===== src/rtl/sdc_pkg.sv =====
package sdc_pkg;
  localparam int CMD_W   = 11;
  localparam int CB_RESP = 6;
  localparam int CB_LONG = 7;
  localparam int CB_PEND = 9;
  localparam int CB_EN   = 10;

  typedef enum logic [1:0] {SQ_IDLE, SQ_REQ, SQ_WAIT} seq_t;
  typedef enum logic [1:0] {V_SENT, V_RESP, V_TMO} verdict_t;
endpackage


===== src/rtl/sdc_cmd_seq.sv =====
module sdc_cmd_seq
  import sdc_pkg::*;
(
  input  logic clk,
  input  logic rst_ni,
  input  logic start,
  input  logic req_ready,
  input  logic rsp_done,
  output seq_t state,
  output logic req_valid,
  output logic finish
);
  seq_t state_d;

  always_comb begin
    state_d = state;
    case (state)
      SQ_IDLE: if (start) state_d = SQ_REQ;
      SQ_REQ:  if (req_ready) state_d = SQ_WAIT;
      SQ_WAIT: if (rsp_done) state_d = SQ_IDLE;
      default: state_d = SQ_IDLE;
    endcase
  end

  always_ff @(posedge clk or negedge rst_ni) begin
    if (!rst_ni) state <= SQ_IDLE;
    else         state <= state_d;
  end

  assign req_valid = (state == SQ_REQ);
  assign finish    = (state == SQ_WAIT) && rsp_done;

  p_req_hold_r3: assert property (@(posedge clk) disable iff (!rst_ni)
    (req_valid && !req_ready) |=> req_valid);
  p_finish_idle_r5: assert property (@(posedge clk) disable iff (!rst_ni)
    finish |=> (state == SQ_IDLE));
endmodule


===== src/rtl/sdc_rsp_shift.sv =====
module sdc_rsp_shift #(
  parameter int BYTES  = 16,
  parameter int BYTE_W = 8,
  localparam int CNT_W = $clog2(BYTES + 2)
) (
  input  logic                    clk,
  input  logic                    rst_ni,
  input  logic                    clr,
  input  logic                    take,
  input  logic [BYTE_W-1:0]       byte_in,
  output logic [BYTES*BYTE_W-1:0] buf_d,
  output logic [CNT_W-1:0]        cnt_d
);
  localparam logic [CNT_W-1:0] CNT_TOP = CNT_W'(BYTES + 1);
  localparam logic [CNT_W-1:0] CNT_FULL = CNT_W'(BYTES);

  logic [BYTES*BYTE_W-1:0] buf_q;
  logic [CNT_W-1:0]        cnt_q;

  always_comb begin
    buf_d = buf_q;
    cnt_d = cnt_q;
    if (clr) begin
      buf_d = '0;
      cnt_d = '0;
    end else if (take) begin
      if (cnt_q < CNT_FULL) buf_d = {buf_q[BYTES*BYTE_W-BYTE_W-1:0], byte_in};
      if (cnt_q != CNT_TOP) cnt_d = cnt_q + 1'b1;
    end
  end

  always_ff @(posedge clk or negedge rst_ni) begin
    if (!rst_ni) begin
      buf_q <= '0;
      cnt_q <= '0;
    end else if (clr || take) begin
      buf_q <= buf_d;
      cnt_q <= cnt_d;
    end
  end

  p_cnt_bound_r7: assert property (@(posedge clk) disable iff (!rst_ni)
    cnt_q <= CNT_TOP);
  p_cnt_clear_r10: assert property (@(posedge clk) disable iff (!rst_ni)
    clr |=> (cnt_q == '0));
endmodule


===== src/rtl/sdc_rsp_judge.sv =====
module sdc_rsp_judge
  import sdc_pkg::*;
#(
  parameter int BYTES  = 16,
  parameter int SHORT  = 4,
  parameter int WORD_W = 32,
  localparam int NW    = BYTES * 8 / WORD_W,
  localparam int CNT_W = $clog2(BYTES + 2)
) (
  input  logic                   want_resp,
  input  logic                   want_long,
  input  logic                   err,
  input  logic [CNT_W-1:0]       cnt,
  input  logic [BYTES*8-1:0]     bytes_in,
  output verdict_t               verdict,
  output logic [NW-1:0][WORD_W-1:0] words
);
  logic is_short;
  logic bad_len;

  assign is_short = (cnt == CNT_W'(SHORT));
  assign bad_len  = (cnt == '0) || (is_short && want_long) ||
                    (!is_short && (cnt != CNT_W'(BYTES)));

  always_comb begin
    if (err)             verdict = V_TMO;
    else if (!want_resp) verdict = V_SENT;
    else if (bad_len)    verdict = V_TMO;
    else                 verdict = V_RESP;
  end

  for (genvar k = 0; k < NW; k++) begin : g_word
    localparam logic [WORD_W-1:0] KEEP =
      (k == NW - 1) ? ~{{(WORD_W-1){1'b0}}, 1'b1} : {WORD_W{1'b1}};
    localparam logic [WORD_W-1:0] SHORT_SEL = (k == 0) ? {WORD_W{1'b1}} : '0;
    assign words[k] = is_short ? (bytes_in[WORD_W-1:0] & SHORT_SEL)
                               : (bytes_in[(NW-1-k)*WORD_W +: WORD_W] & KEEP);
  end
endmodule


===== src/rtl/sdc_cmd_engine.sv =====
module sdc_cmd_engine
  import sdc_pkg::*;
#(
  parameter int ARG_W     = 32,
  parameter int LONG_LEN  = 16,
  parameter int SHORT_LEN = 4,
  localparam int WORD_W   = 32,
  localparam int NW       = LONG_LEN * 8 / WORD_W,
  localparam int CNT_W    = $clog2(LONG_LEN + 2)
) (
  input  logic             clk,
  input  logic             rst_n,
  input  logic             wr_en,
  input  logic             wr_sel,
  input  logic [31:0]      wr_data,
  output logic [ARG_W-1:0] arg_q,
  output logic [CMD_W-1:0] cmd_q,
  output logic             req_valid,
  input  logic             req_ready,
  output logic [5:0]       req_index,
  output logic [ARG_W-1:0] req_arg,
  input  logic             rsp_byte_valid,
  input  logic [7:0]       rsp_byte,
  input  logic             rsp_done,
  input  logic             rsp_err,
  output logic [31:0]      resp0,
  output logic [31:0]      resp1,
  output logic [31:0]      resp2,
  output logic [31:0]      resp3,
  output logic             st_sent,
  output logic             st_resp_end,
  output logic             st_timeout,
  output logic             busy
);
  logic rst_s1, rst_i;
  always_ff @(posedge clk or negedge rst_n) begin
    if (!rst_n) begin
      rst_s1 <= 1'b0;
      rst_i  <= 1'b0;
    end else begin
      rst_s1 <= 1'b1;
      rst_i  <= rst_s1;
    end
  end

  seq_t     state;
  logic     finish, idle, wr_arg, wr_cmd, start;
  verdict_t verdict;
  logic [LONG_LEN*8-1:0] buf_d;
  logic [CNT_W-1:0]      cnt_d;
  logic [NW-1:0][WORD_W-1:0] words, resp_q, resp_d;
  logic [ARG_W-1:0] arg_d;
  logic [CMD_W-1:0] cmd_d;
  logic [2:0] stat_q, stat_d;

  assign idle   = (state == SQ_IDLE);
  assign wr_arg = wr_en && idle && !wr_sel;
  assign wr_cmd = wr_en && idle && wr_sel;
  assign start  = wr_cmd && wr_data[CB_EN] && !wr_data[CB_PEND];

  sdc_cmd_seq u_seq (
    .clk(clk), .rst_ni(rst_i), .start(start), .req_ready(req_ready),
    .rsp_done(rsp_done), .state(state), .req_valid(req_valid), .finish(finish)
  );

  sdc_rsp_shift #(.BYTES(LONG_LEN), .BYTE_W(8)) u_shift (
    .clk(clk), .rst_ni(rst_i), .clr(start),
    .take(rsp_byte_valid && (state == SQ_WAIT)),
    .byte_in(rsp_byte), .buf_d(buf_d), .cnt_d(cnt_d)
  );

  sdc_rsp_judge #(.BYTES(LONG_LEN), .SHORT(SHORT_LEN), .WORD_W(WORD_W)) u_judge (
    .want_resp(cmd_q[CB_RESP]), .want_long(cmd_q[CB_LONG]), .err(rsp_err),
    .cnt(cnt_d), .bytes_in(buf_d), .verdict(verdict), .words(words)
  );

  always_comb begin
    arg_d  = wr_arg ? wr_data[ARG_W-1:0] : arg_q;
    cmd_d  = cmd_q;
    stat_d = stat_q;
    resp_d = resp_q;
    if (wr_cmd) begin
      cmd_d = wr_data[CMD_W-1:0];
      if (wr_data[CB_PEND]) cmd_d[CB_EN] = 1'b0;
      if (start) stat_d = '0;
    end else if (finish) begin
      cmd_d[CB_EN] = 1'b0;
      case (verdict)
        V_SENT:  stat_d[0] = 1'b1;
        V_RESP:  begin stat_d[1] = 1'b1; resp_d = words; end
        default: stat_d[2] = 1'b1;
      endcase
    end
  end

  always_ff @(posedge clk or negedge rst_i) begin
    if (!rst_i) begin
      arg_q  <= '0;
      cmd_q  <= '0;
      stat_q <= '0;
      resp_q <= '0;
    end else begin
      if (wr_arg)           arg_q  <= arg_d;
      if (wr_cmd || finish) begin
        cmd_q  <= cmd_d;
        stat_q <= stat_d;
        resp_q <= resp_d;
      end
    end
  end

  assign req_index   = cmd_q[5:0];
  assign req_arg     = arg_q;
  assign resp0       = resp_q[0];
  assign resp1       = resp_q[1];
  assign resp2       = resp_q[2];
  assign resp3       = resp_q[3];
  assign st_sent     = stat_q[0];
  assign st_resp_end = stat_q[1];
  assign st_timeout  = stat_q[2];
  assign busy        = !idle;

  p_en_idle_r5: assert property (@(posedge clk) disable iff (!rst_i)
    !busy |-> !cmd_q[CB_EN]);
  p_one_status_r7: assert property (@(posedge clk) disable iff (!rst_i)
    $onehot0({st_sent, st_resp_end, st_timeout}));
  p_long_lsb_r9: assert property (@(posedge clk) disable iff (!rst_i)
    (st_resp_end && cmd_q[CB_LONG]) |-> !resp3[0]);
  p_busy_arg_r2: assert property (@(posedge clk) disable iff (!rst_i)
    busy |=> $stable(arg_q));
  p_pend_r4: assert property (@(posedge clk) disable iff (!rst_i)
    (wr_en && wr_sel && !busy && wr_data[CB_EN] && wr_data[CB_PEND]) |=> !busy);
endmodule


===== config.mk =====
export PLATFORM = sky130hd
export DESIGN_NAME = sdc_cmd_engine
export DESIGN_NICKNAME = d
export VERILOG_FILES = /design/src/rtl/sdc_pkg.sv /design/src/rtl/sdc_cmd_seq.sv /design/src/rtl/sdc_rsp_shift.sv /design/src/rtl/sdc_rsp_judge.sv /design/src/rtl/sdc_cmd_engine.sv
export SDC_FILE = /design/constraint.sdc
export NUM_CORES = 1
export LEC_CHECK = 0
export CAP_MARGIN = 20
export CORE_MARGIN = 4
export CORE_UTILIZATION = 52
export DETAILED_ROUTE_END_ITERATION = 16
export PLACE_DENSITY = 0.86
export SLEW_MARGIN = 10
export SYNTH_ARGS = -nofsm -noshare
export SYNTH_HDL_FRONTEND = slang
export SYNTH_SLANG_ARGS = --single-unit
export TNS_END_PERCENT = 1

===== constraint.sdc =====
create_clock -name clk -period 11.43 [get_ports clk]
set_input_delay 2.8575 -clock clk [delete_from_list [all_inputs] [get_ports clk]]
set_output_delay 2.8575 -clock clk [all_outputs]
set_load 0.01 [all_outputs]

==> results.py <==
metrics = {
    "sta": {
        "fmax_mhz": 157.3,
        "final.min_clock_period_ns": 6.356,
        "tightest_slew_ns": 1.138,
        "slew_headroom": 0.2412,
        "finalCritPeriodShare": 0.5561,
        "setup_viol": 0,
        "drv_slew": 0,
        "worst_slack_ns": 5.074,
        "hold_viol": 0,
        "rsz0062_at_grt": "false",
        "fin_tns_setup_ns": 0,
        "worst_clock_skew_ns": 0.009305,
    },
    "logic_synthesis": {
        "synth_top_area_frac": 0.5748,
        "ys_async_sr_fraction": 1.000,
        "netlist_instances": 1268,
        "ys_seq_elements": 310,
        "synthFlopType": "dfrtp_1",
        "seq_area_frac_synth": 0.5748,
        "synth_fa_ha_area_frac": 0.001854,
        "synthTopCellsByArea": "dfrtp_1 (57%), nand2_1 (9.9%), mux2i_1 (7.0%), mux2_2 (6.5%), a21oi_1 (4.8%)",
        "synth_area_leader_cell": "dfrtp_1",
        "synth_edf_count": 0,
        "yosysUniqueCellTypes": 46,
        "syn_area_um2": 13500,
        "synth_top_family_by_area": "multiplexers",
        "synth_nets": 1318,
        "syn_area_per_cell_um2": 10.64,
        "synth_xor_area_frac": 0.001854,
        "synth-compound-area-share": 0.05813,
        "yosysWarningCount": 0,
        "yosys.area_share.simple": 0.1147,
        "muxShareOfSynthArea": 0.1659,
    },
    "clock_network": {
        "post_cts_buffers": 0,
        "root_buffer": "clkbuf_16",
        "cts_sinks": 310,
        "cts_tree": "yes",
        "post_cts_resized": 0,
        "insertion_delay_ns": 0.49,
        "cts_buffers": 34,
        "cts_hold_buf": 0,
        "cts_buffer_depth": 3,
        "htreeDepth": 2,
        "clk_pin_slew_ns": 0.06,
    },
    "setup_path": {
        "critical_path_class": "in2reg",
        "cp-end-kind": "flip-flop",
        "r2r_slack_ns": 7.59,
        "r2r_end": "resp0[2]$_DFFE_PN0P_",
        "r2r_start": "u_seq.state[1]$_DFFE_PN0P_",
        "crit_start": "wr_data[9]",
        "start_kind": "input pin",
        "worstPathArrival_ns": 6.73,
        "cp_max_fo": 73,
        "reg2reg_depth": 7,
        "required_ns": 11.80,
    },
    "layout": {
        "fillers": 1888,
        "final_util": 0.6786,
        "final_cell_mix": "nand2_1 (356), dfrtp_1 (309), clkdlybuf4s50_1 (260), a21oi_1 (130), inv_1 (103)",
        "drive_gt1_frac": 0.1253,
        "antenna_cells": 0,
        "layout.nets": 1509,
        "area_delta_synth_final_pct": 27.36,
        "final_common_cell": "nand2_1",
        "stdcell_area_um2": 17190,
    },
    "die": {
        "rows": 58,
        "initial_core_util": 0.5329,
        "die-width_um": 169.1,
        "core-area_um2": 25330,
        "fp.dieArea_um2": 28590,
        "fp.dieH_um": 169.1,
        "io-pin-count": 262,
    },
    "detailed_routing": {
        "via_per_inst": 5.272,
        "ant_nets": 0,
        "wire_per_inst_um": 18.66,
        "drt_wl_total_um": 33870,
        "via_count": 9569,
        "first_pass_iters": 6,
        "drt_iter0_drc": 833,
        "drc": 0,
    },
    "pwr": {
        "p_sw_frac": 0.2458,
        "p_comb_frac": 0.143,
        "irDropWorstVdd_mv": 0.1238,
        "cellPowerDensity_nw_per_um2": 164.4,
        "p_sw_mw": 0.6946,
        "p_leak_nw": 8.592,
        "clkPwrFrac": 0.424,
        "seqPwrFrac": 0.433,
        "p_int_mw": 2.131,
    },
    "global_route": {
        "grtUsageTotal": 0.2347,
        "grt_max_degree": 210,
        "grt_util_met2": 0.3912,
        "grt_pass1_vias": 10180,
        "grt_overflow": 0,
        "top_usage_layer": "met2",
        "gr-usage-met1": 0.3055,
        "grt_first_pass_wirelength_um": 54170,
        "antenna_found_initial": 0,
        "grtUsageMet3": 0.06049,
    },
    "placed_design": {
        "dpl.hpwl_um": 22000,
        "place_congestion": 0.8250,
        "placed_area_um2": 15920,
        "port-buffer-count": 260,
        "place_ws_ns": 4.579,
    },
    "job": {
        "maxCapViolCount": 0,
    },
    "min_path": {
        "hold_path.class": "reg2async",
    },
    "outcome": {
        "status": "complete, no violations",
    },
}
metal layers:
| layer | part of all wire | routed length, µm | up-vias |
|---|---|---|---|
| li1 | - | - | 4439 |
| met1 | 0.41 | 13730 | 4716 |
| met2 | 0.49 | 16690 | 352 |
| met3 | 0.073 | 2457 | 62 |
| met4 | 0.030 | 1002 | 0 |
| met5 | 0 | 0 | - |
power by group through the flow:
| stage | logic, mW | registers [mW] | clock network (mW) |
|---|---|---|---|
| after global routing | 0.437 | 1.23 | 1.26 |
| after CTS | 0.406 | 1.22 | 1.22 |
| final | 0.404 | 1.22 | 1.20 |
| after floorplan | 0.198 | 1.26 | 0 |
| after detailed placement | 0.401 | 1.24 | 0 |
| after global placement | 0.395 | 1.24 | 0 |
cell type report:
class	instances	area (µm²)	area share
inverter	103	386.6	0.02249
tap	330	412.9	0.02402
clock buffer	50	1055	0.06137
clock inverter	12	191.4	0.01114
sequential	310	7761	0.4516
multi-input combinational	738	4663	0.2713
timing repair buffer	272	2718	0.1581
flip-flops by register name, indices dropped and copies added, names as in the netlist:
| register | cells |
|---|---|
| resp0 | 32 |
| rst_i | 1 |
| rst_s1 | 1 |
| u_shift.cnt_q | 5 |
| arg_q | 32 |
| resp3 | 31 |
| resp2 | 32 |
| stat_q | 3 |
| resp1 | 32 |
| u_seq.state | 2 |
| cmd_q | 11 |
| u_shift.buf_q | 128 |
critical path, stage by stage:
cell             delay [ns]
clkdlybuf4s50_1        0.43
nand4b_1               0.28
nor3_4                 0.17
buf_4                  0.65
nor3_2                 0.14
a32o_1                 0.35
o2111ai_4              0.37
buf_4                  0.96
mux2_2                 0.43
cells in the mapped netlist (2+ instances only):
library cell / count
inv_1: 103
or3_1: 2
and3_1: 2
buf_1: 14
buf_6: 7
mux2_4: 25
nand4b_1: 2
mux2_1: 3
a41oi_1: 2
nor3_2: 2
nor2_1: 8
buf_2: 11
mux2i_1: 95
o21ai_0: 5
conb_1: 2
a21oi_1: 130
buf_4: 58
nand2_1: 356
dfrtp_1: 310
clkbuf_1: 27
mux2_2: 78
ha_1: 2
stage by stage:
stage               instances  hold WS [ns]  power [mW]
detailed placement       1752        0.3373       1.643
floorplan                1268        0.3312       1.461
finish                   1815        0.3557       2.826
global route             1815        0.3877       2.931
CTS                      1814        0.3573       2.849
global placement         1752        0.3350       1.635
worst max-delay path by stage:
stage / to / cells past startpoint
final: resp0[2]$_DFFE_PN0P_ / 9
after global routing: resp0[2]$_DFFE_PN0P_ / 9
after CTS: resp0[2]$_DFFE_PN0P_ / 9
after detailed placement: resp0[2]$_DFFE_PN0P_ / 9
after global placement: resp0[1]$_DFFE_PN0P_ / 9
after floorplan: arg_q[0]$_DFFE_PN0P_ / 0
kinds of logic (layout without fill, tap and decap cells):
group                      Yosys count  after routing
and+or+nand+nor                    384            384
DFF                                310            310
buffers and inverters              220            437
muxes                              201            201
AOI/OAI and AO/OA                  147            147
adders and majority gates            2              2
other                                2              2
xor gates and xnor gates             2              2
Power figures use the tool's default switching activity.
